`src/rtl/ucode_seq.sv`:
```
module ucode_seq (
  input  logic       clk,
  input  logic       rst_n,
  input  logic [4:0] opcode,
  input  logic       mem_ack,
  input  logic [1:0] flags,
  input  logic       stall,
  input  logic       skip,
  input  logic       irq,
  output logic [5:0] uaddr,
  output logic [7:0] ctrl,
  output logic       new_instr
);
  localparam int AW = 6;
  localparam int CW = AW + 2;
  localparam int WW = 1 + 2 + AW + AW + CW;
  localparam logic [AW-1:0] IRQ_ENTRY = 6'd48;
  localparam logic [AW-1:0] IDLE = 6'd63;
  localparam logic [AW-1:0] MEM_DONE = 6'd55;
  localparam logic [AW-1:0] BR_TRUE = 6'd50;
  localparam logic [AW-1:0] BR_FALSE = 6'd51;

  function automatic logic [WW-1:0] rom(input logic [AW-1:0] a);
    logic eoi, live;
    logic [1:0] sel, kind;
    logic [AW-1:0] nt, nf;
    eoi = 1'b1; live = 1'b0; sel = 2'd0; kind = 2'd0; nt = IDLE; nf = IDLE;
    if (a < 6'd8) begin
      live = 1'b1;
    end else if (a < 6'd16) begin
      live = 1'b1; eoi = 1'b0; nt = 6'd32 + (a - 6'd8);
    end else if (a < 6'd24) begin
      live = 1'b1; eoi = 1'b0; nt = 6'd40 + (a - 6'd16);
    end else if (a < 6'd32) begin
      live = 1'b1; eoi = 1'b0; sel = a[2] ? 2'd3 : 2'd2; nt = BR_TRUE; nf = BR_FALSE;
    end else if (a < 6'd40) begin
      live = 1'b1; kind = 2'd1;
    end else if (a < 6'd48) begin
      live = 1'b1; kind = 2'd2; eoi = 1'b0; sel = 2'd1; nt = MEM_DONE; nf = a;
    end else if (a == IRQ_ENTRY) begin
      live = 1'b1; kind = 2'd3; eoi = 1'b0; nt = IRQ_ENTRY + 6'd1;
    end else if (a == IRQ_ENTRY + 6'd1) begin
      live = 1'b1; kind = 2'd3;
    end else if (a == BR_TRUE || a == BR_FALSE || a == MEM_DONE) begin
      live = 1'b1; kind = 2'd1;
    end
    return {eoi, sel, nt, nf, (live ? {kind, a} : {CW{1'b0}})};
  endfunction

  logic [WW-1:0] word;
  logic          w_eoi;
  logic [1:0]    w_sel;
  logic [AW-1:0] w_nt, w_nf;
  logic          cond;
  logic          skip_pend;
  logic          take_skip, load_op;
  logic [AW-1:0] nxt;

  assign word = rom(uaddr);
  assign {w_eoi, w_sel, w_nt, w_nf, ctrl} = word;

  always_comb begin
    case (w_sel)
      2'd0: cond = 1'b1;
      2'd1: cond = mem_ack;
      2'd2: cond = flags[0];
      default: cond = flags[1];
    endcase
  end

  assign take_skip = w_eoi && !stall && !irq && (skip || skip_pend);
  assign load_op = w_eoi && !stall && !irq && !skip && !skip_pend;

  always_comb begin
    if (!w_eoi)      nxt = cond ? w_nt : w_nf;
    else if (stall)  nxt = IDLE;
    else if (irq)    nxt = IRQ_ENTRY;
    else if (take_skip) nxt = IDLE;
    else             nxt = {1'b0, opcode};
  end

  always_ff @(posedge clk or negedge rst_n) begin
    if (!rst_n) begin
      uaddr <= '0;
      new_instr <= 1'b1;
      skip_pend <= 1'b0;
    end else begin
      uaddr <= nxt;
      new_instr <= load_op;
      skip_pend <= take_skip ? 1'b0 : (skip_pend || skip);
    end
  end

  AST_MIDOP_NO_STROBE: assert property (@(posedge clk) disable iff (!rst_n)
    !w_eoi |=> !new_instr);
  AST_STROBE_AT_ENTRY: assert property (@(posedge clk) disable iff (!rst_n)
    new_instr |-> (uaddr[AW-1] == 1'b0));
  AST_OPCODE_LOAD: assert property (@(posedge clk) disable iff (!rst_n)
    (w_eoi && !stall && !irq && !skip && !skip_pend) |=> (new_instr && uaddr == {1'b0, $past(opcode)}));
  AST_WAIT_HOLD: assert property (@(posedge clk) disable iff (!rst_n)
    (ctrl[CW-1:CW-2] == 2'd2 && !mem_ack) |=> $stable(uaddr));
  AST_STALL_IDLE: assert property (@(posedge clk) disable iff (!rst_n)
    (w_eoi && stall) |=> (uaddr == IDLE && !new_instr));
  AST_SKIP_DROP: assert property (@(posedge clk) disable iff (!rst_n)
    (w_eoi && !stall && !irq && skip) |=> (uaddr == IDLE && !new_instr));
  AST_IRQ_ENTER: assert property (@(posedge clk) disable iff (!rst_n)
    (w_eoi && !stall && irq) |=> (uaddr == IRQ_ENTRY && !new_instr));
  AST_IDLE_QUIET: assert property (@(posedge clk) disable iff (!rst_n)
    (uaddr == IDLE) |-> (ctrl == '0));
endmodule

```
`config.mk`:
```
export PLATFORM = sky130hd
export DESIGN_NAME = ucode_seq
export DESIGN_NICKNAME = d
export VERILOG_FILES = /design/src/rtl/ucode_seq.sv
export SDC_FILE = /design/constraint.sdc
export NUM_CORES = 1
export LEC_CHECK = 0
export ABC_AREA = 1
export CAP_MARGIN = 15
export CORE_MARGIN = 1
export CORE_UTILIZATION = 45
export CTS_CLUSTER_DIAMETER = 100
export DETAILED_ROUTE_END_ITERATION = 6
export GPL_TIMING_DRIVEN = 0
export PLACE_DENSITY = 0.83
export SLEW_MARGIN = 20
export SYNTH_ARGS = -nofsm -noshare
export SYNTH_HDL_FRONTEND = slang
export SYNTH_SLANG_ARGS = --single-unit
```
`constraint.sdc`:
```
create_clock -name clk -period 3.3 [get_ports clk]
set_input_delay 0.33 -clock clk [delete_from_list [all_inputs] [get_ports clk]]
set_output_delay 0.33 -clock clk [all_outputs]
set_load 0.05 [all_outputs]
```
==> metrics.md <==
| Metric | Value |
|---|---|
| Outcome | `finished clean` |
| Overflow after GRT | `0` |
| Clock Sinks | `8` |
| Worst Path Buf+Inv | `5` |
| Critical Path Source Type | `flip-flop` |
| Seq cells post-synth | `8` |
| Post-Syn Area | `684.4 um2` |
| Syn Nets | `113` |
| DRC Markers | `0` |
| CP max-delay cell | `clkdlybuf4s50_1` |
| Vias in the first global route | `622` |
| Sw Ratio | `0.5903` |
| Worst-path fanout max | `9` |
| Drt via density | `5.083` |
| Slew margin rel. | `0.6572` |
| Gpl congestion | `0.8180` |
| Final Setup Violations | `0` |
| FILL cells | `119` |
| Total GRT Usage | `0.2207` |
| R2R depth | `9` |
| Via count | `737` |
| Worst slew pin tran | `512.6 ps` |
| Net switching power | `0.0006178 W` |
| Final Hold Viols | `0` |
| Ys Warns | `0` |
| Max_cap viols | `0` |
| CTS tree | `built` |
| CP Cell Sequence | `buf_4, inv_2, nand3b_1, nand3_1, nand2_1, inv_2, nand2_1, inv_1, clkdlybuf4s50_1` |
| Number of flops mapped to enable cells by yosys | `0` |
| Initial antenna violation count | `0` |
| Die area | `1681 um2` |
| Pins Over Slew Limit | `0` |
| Drt first pass iters | `4` |
| Min-delay worst type | `in -> async` |
| Post-CTS Setup Bufs | `0` |
| Peak VDD IR | `0.0007462 V` |
| WL/cell | `10.40 um` |
| Commonest non-fill, non-tap cell in the layout | `clkdlybuf4s50_1` |
| Leakage | `0.4968 nW` |
| Stages on worst setup path | `9` |
| IO Port Bufs | `27` |
| N_diodes | `0` |
| Most frequent cells in the layout | `27 x clkdlybuf4s50_1, 26 x nand2_1, 14 x inv_1` |
| Req. time, crit path | `2970 ps` |
| Clock Skews | `6.830 ps` |
| Power share of the clock group | `0.072` |
| RSZ-0062 raised after global routing | `no` |
| Post-layout min period | `2523 ps` |
| Pin count of the biggest net entering global routing | `11` |
| Avg Cell Area, Syn | `6.913 um2` |
| CTS root buffer | `clkbuf_4` |
| # hold bufs at CTS | `0` |
| Flop pwr share | `0.163` |
| TritonCTS Buffers | `3` |
| Seq/Total Area, Yosys | `0.2943` |
| Remaining antenna violation count | `0` |
| Dpl hpwl | `1224 um` |
| Netlist cell types | `26` |
| First-pass GRT wire length | `2435 um` |
| WHS | `352.7 ps` |
| Area grow syn2layout | `46.07%` |
| Fin crit share | `0.7646` |
| Crit-path leading delay family | `buffers and inverters` |
| Worst Setup End Kind | `output pin` |
| CTS resizes | `0` |
| Nets | `145` |
| I/O Pins | `28` |
| Max Root-Sink Buffers | `2` |
| Share of cells above drive strength 1 | `0.2154` |
| Setup tns final | `0 ps` |
| Final wirelength | `1508 um` |
| Clock-pin slew on the worst setup and hold paths | `50 ps` |
| Chip width | `41 um` |
| Internal | `0.0004287 W` |
| Die height | `41 um` |
| Top_reg_cell synth | `dfrtp_1` |
| Initial Util | `0.5070` |
| Synth Instances | `99` |
| Row count | `13` |
| Combinational power share | `0.765` |
| Power per cell area | `1047 nW/um2` |
| Htree depth | `1` |
| Highest clock rate | `396.3 MHz` |
| Core ar. | `1350 um2` |
| Power Total | `0.001047 W` |
| Async S/R FF share, synth | `1.000` |
| Skew-Pair Late Insertion Delay | `240 ps` |
| Crit path largest cell delay | `790 ps` |
| Drt initial violations | `29` |
| Data arrival, critical path | `2190 ps` |
| Critical path class | `reg -> out` |
## flip-flops by register name, summed over array words and instances (netlist names)
register	cells
uaddr	6
new_instr	1
skip_pend	1
## metal layers
metal  routed length (um)  GRT usage
met1                  596     0.2508
met2                  788     0.4141
met3                  123    0.05978
met4                    0    0.02500
met5                    0          0
## power by group through the flow
stage                     Sequential, W  Clock [W]  Combinational (W)
after floorplan                0.000265          0           0.000462
after global placement         0.000173          0           0.000790
after detailed placement       0.000172          0           0.000801
after CTS                      0.000171  0.0000773           0.000805
after global routing           0.000177  0.0000830           0.000860
final                          0.000171  0.0000748           0.000801
## area by class of cell
| cell class | instances | area (um2) | area share |
|---|---|---|---|
| Tap cell | 15 | 18.77 | 0.01877 |
| Buffer | 2 | 18.77 | 0.01877 |
| Multi-Input combinational cell | 69 | 389.1 | 0.3892 |
| Clock buffer | 4 | 26.28 | 0.02628 |
| Inverter | 20 | 75.07 | 0.07509 |
| Timing Repair Buffer | 27 | 270.3 | 0.2703 |
| Sequential cell | 8 | 201.4 | 0.2015 |
## Yosys cell counts, types with 2 or more instances
cell type  instances  area [um2]
o21ai_0            6       30.03
nor2_1             7       26.28
o21ai_2            2       17.52
inv_1             14       52.55
nand2_1           26       97.59
nand4_2            3       37.54
nand2_2            3       18.77
nand3_1            4       20.02
nand4_1            2       12.51
nor2_2             3       18.77
a21oi_1            2       10.01
dfrtp_1            7       175.2
inv_2              6       22.52
nand3_2            2       20.02
## worst register-to-register path, cell delays in order, from the launching register on
cell and delay [ps]:
dfrtp_1 390, buf_6 150, nand2_1 80, inv_2 50, nand3_2 70, nand2_1 60, nand2_2 110, nand4_2 110
nor2_2 160, a21oi_1 90
## cell families (layout without fill, tap and decap cells)
group                      count (synthesis)  after routing  share of synthesized area
AOI/OAI and AO/OA                         13             13                     0.1115
DFF                                        8              8                     0.2943
and+or+nand+nor                           55             55                     0.4388
buffers and inverters                     22             53                     0.1371
adders and majority gates                  1              1                    0.01828
## through the flow
| step | setup WS [ps] | cell area (um2) | utilization | cells |
|---|---|---|---|---|
| 4_1_cts | 753.6 | 999.7 | 0.7405 | 145 |
| 3_5_place_dp | 1016 | 973.4 | 0.7210 | 141 |
| 3_3_place_gp | 1058 | 973.4 | 0.7210 | 141 |
| 5_1_grt | 626.2 | 999.7 | 0.7405 | 145 |
| 6_report | 776.8 | 999.7 | 0.7405 | 145 |
| 2_1_floorplan | 914.5 | 684.4 | - | 99 |
## path summary, 6_finish.rpt
kind                                 startpoint  slack, ps                   end
min                                       rst_n        350  uaddr[0]$_DFFE_PN0P_
max                        uaddr[3]$_DFFE_PN0P_        780               ctrl[6]
max in group asynchronous                 rst_n       2640   new_instr$_DFF_PN1_
min in group clk            skip_pend$_DFF_PN0_        540   new_instr$_DFF_PN1_
min reg2reg                 skip_pend$_DFF_PN0_        540   new_instr$_DFF_PN1_
max reg2reg                uaddr[5]$_DFFE_PN0P_       1900  uaddr[4]$_DFFE_PN0P_
(Power assumes the default switching activity.)
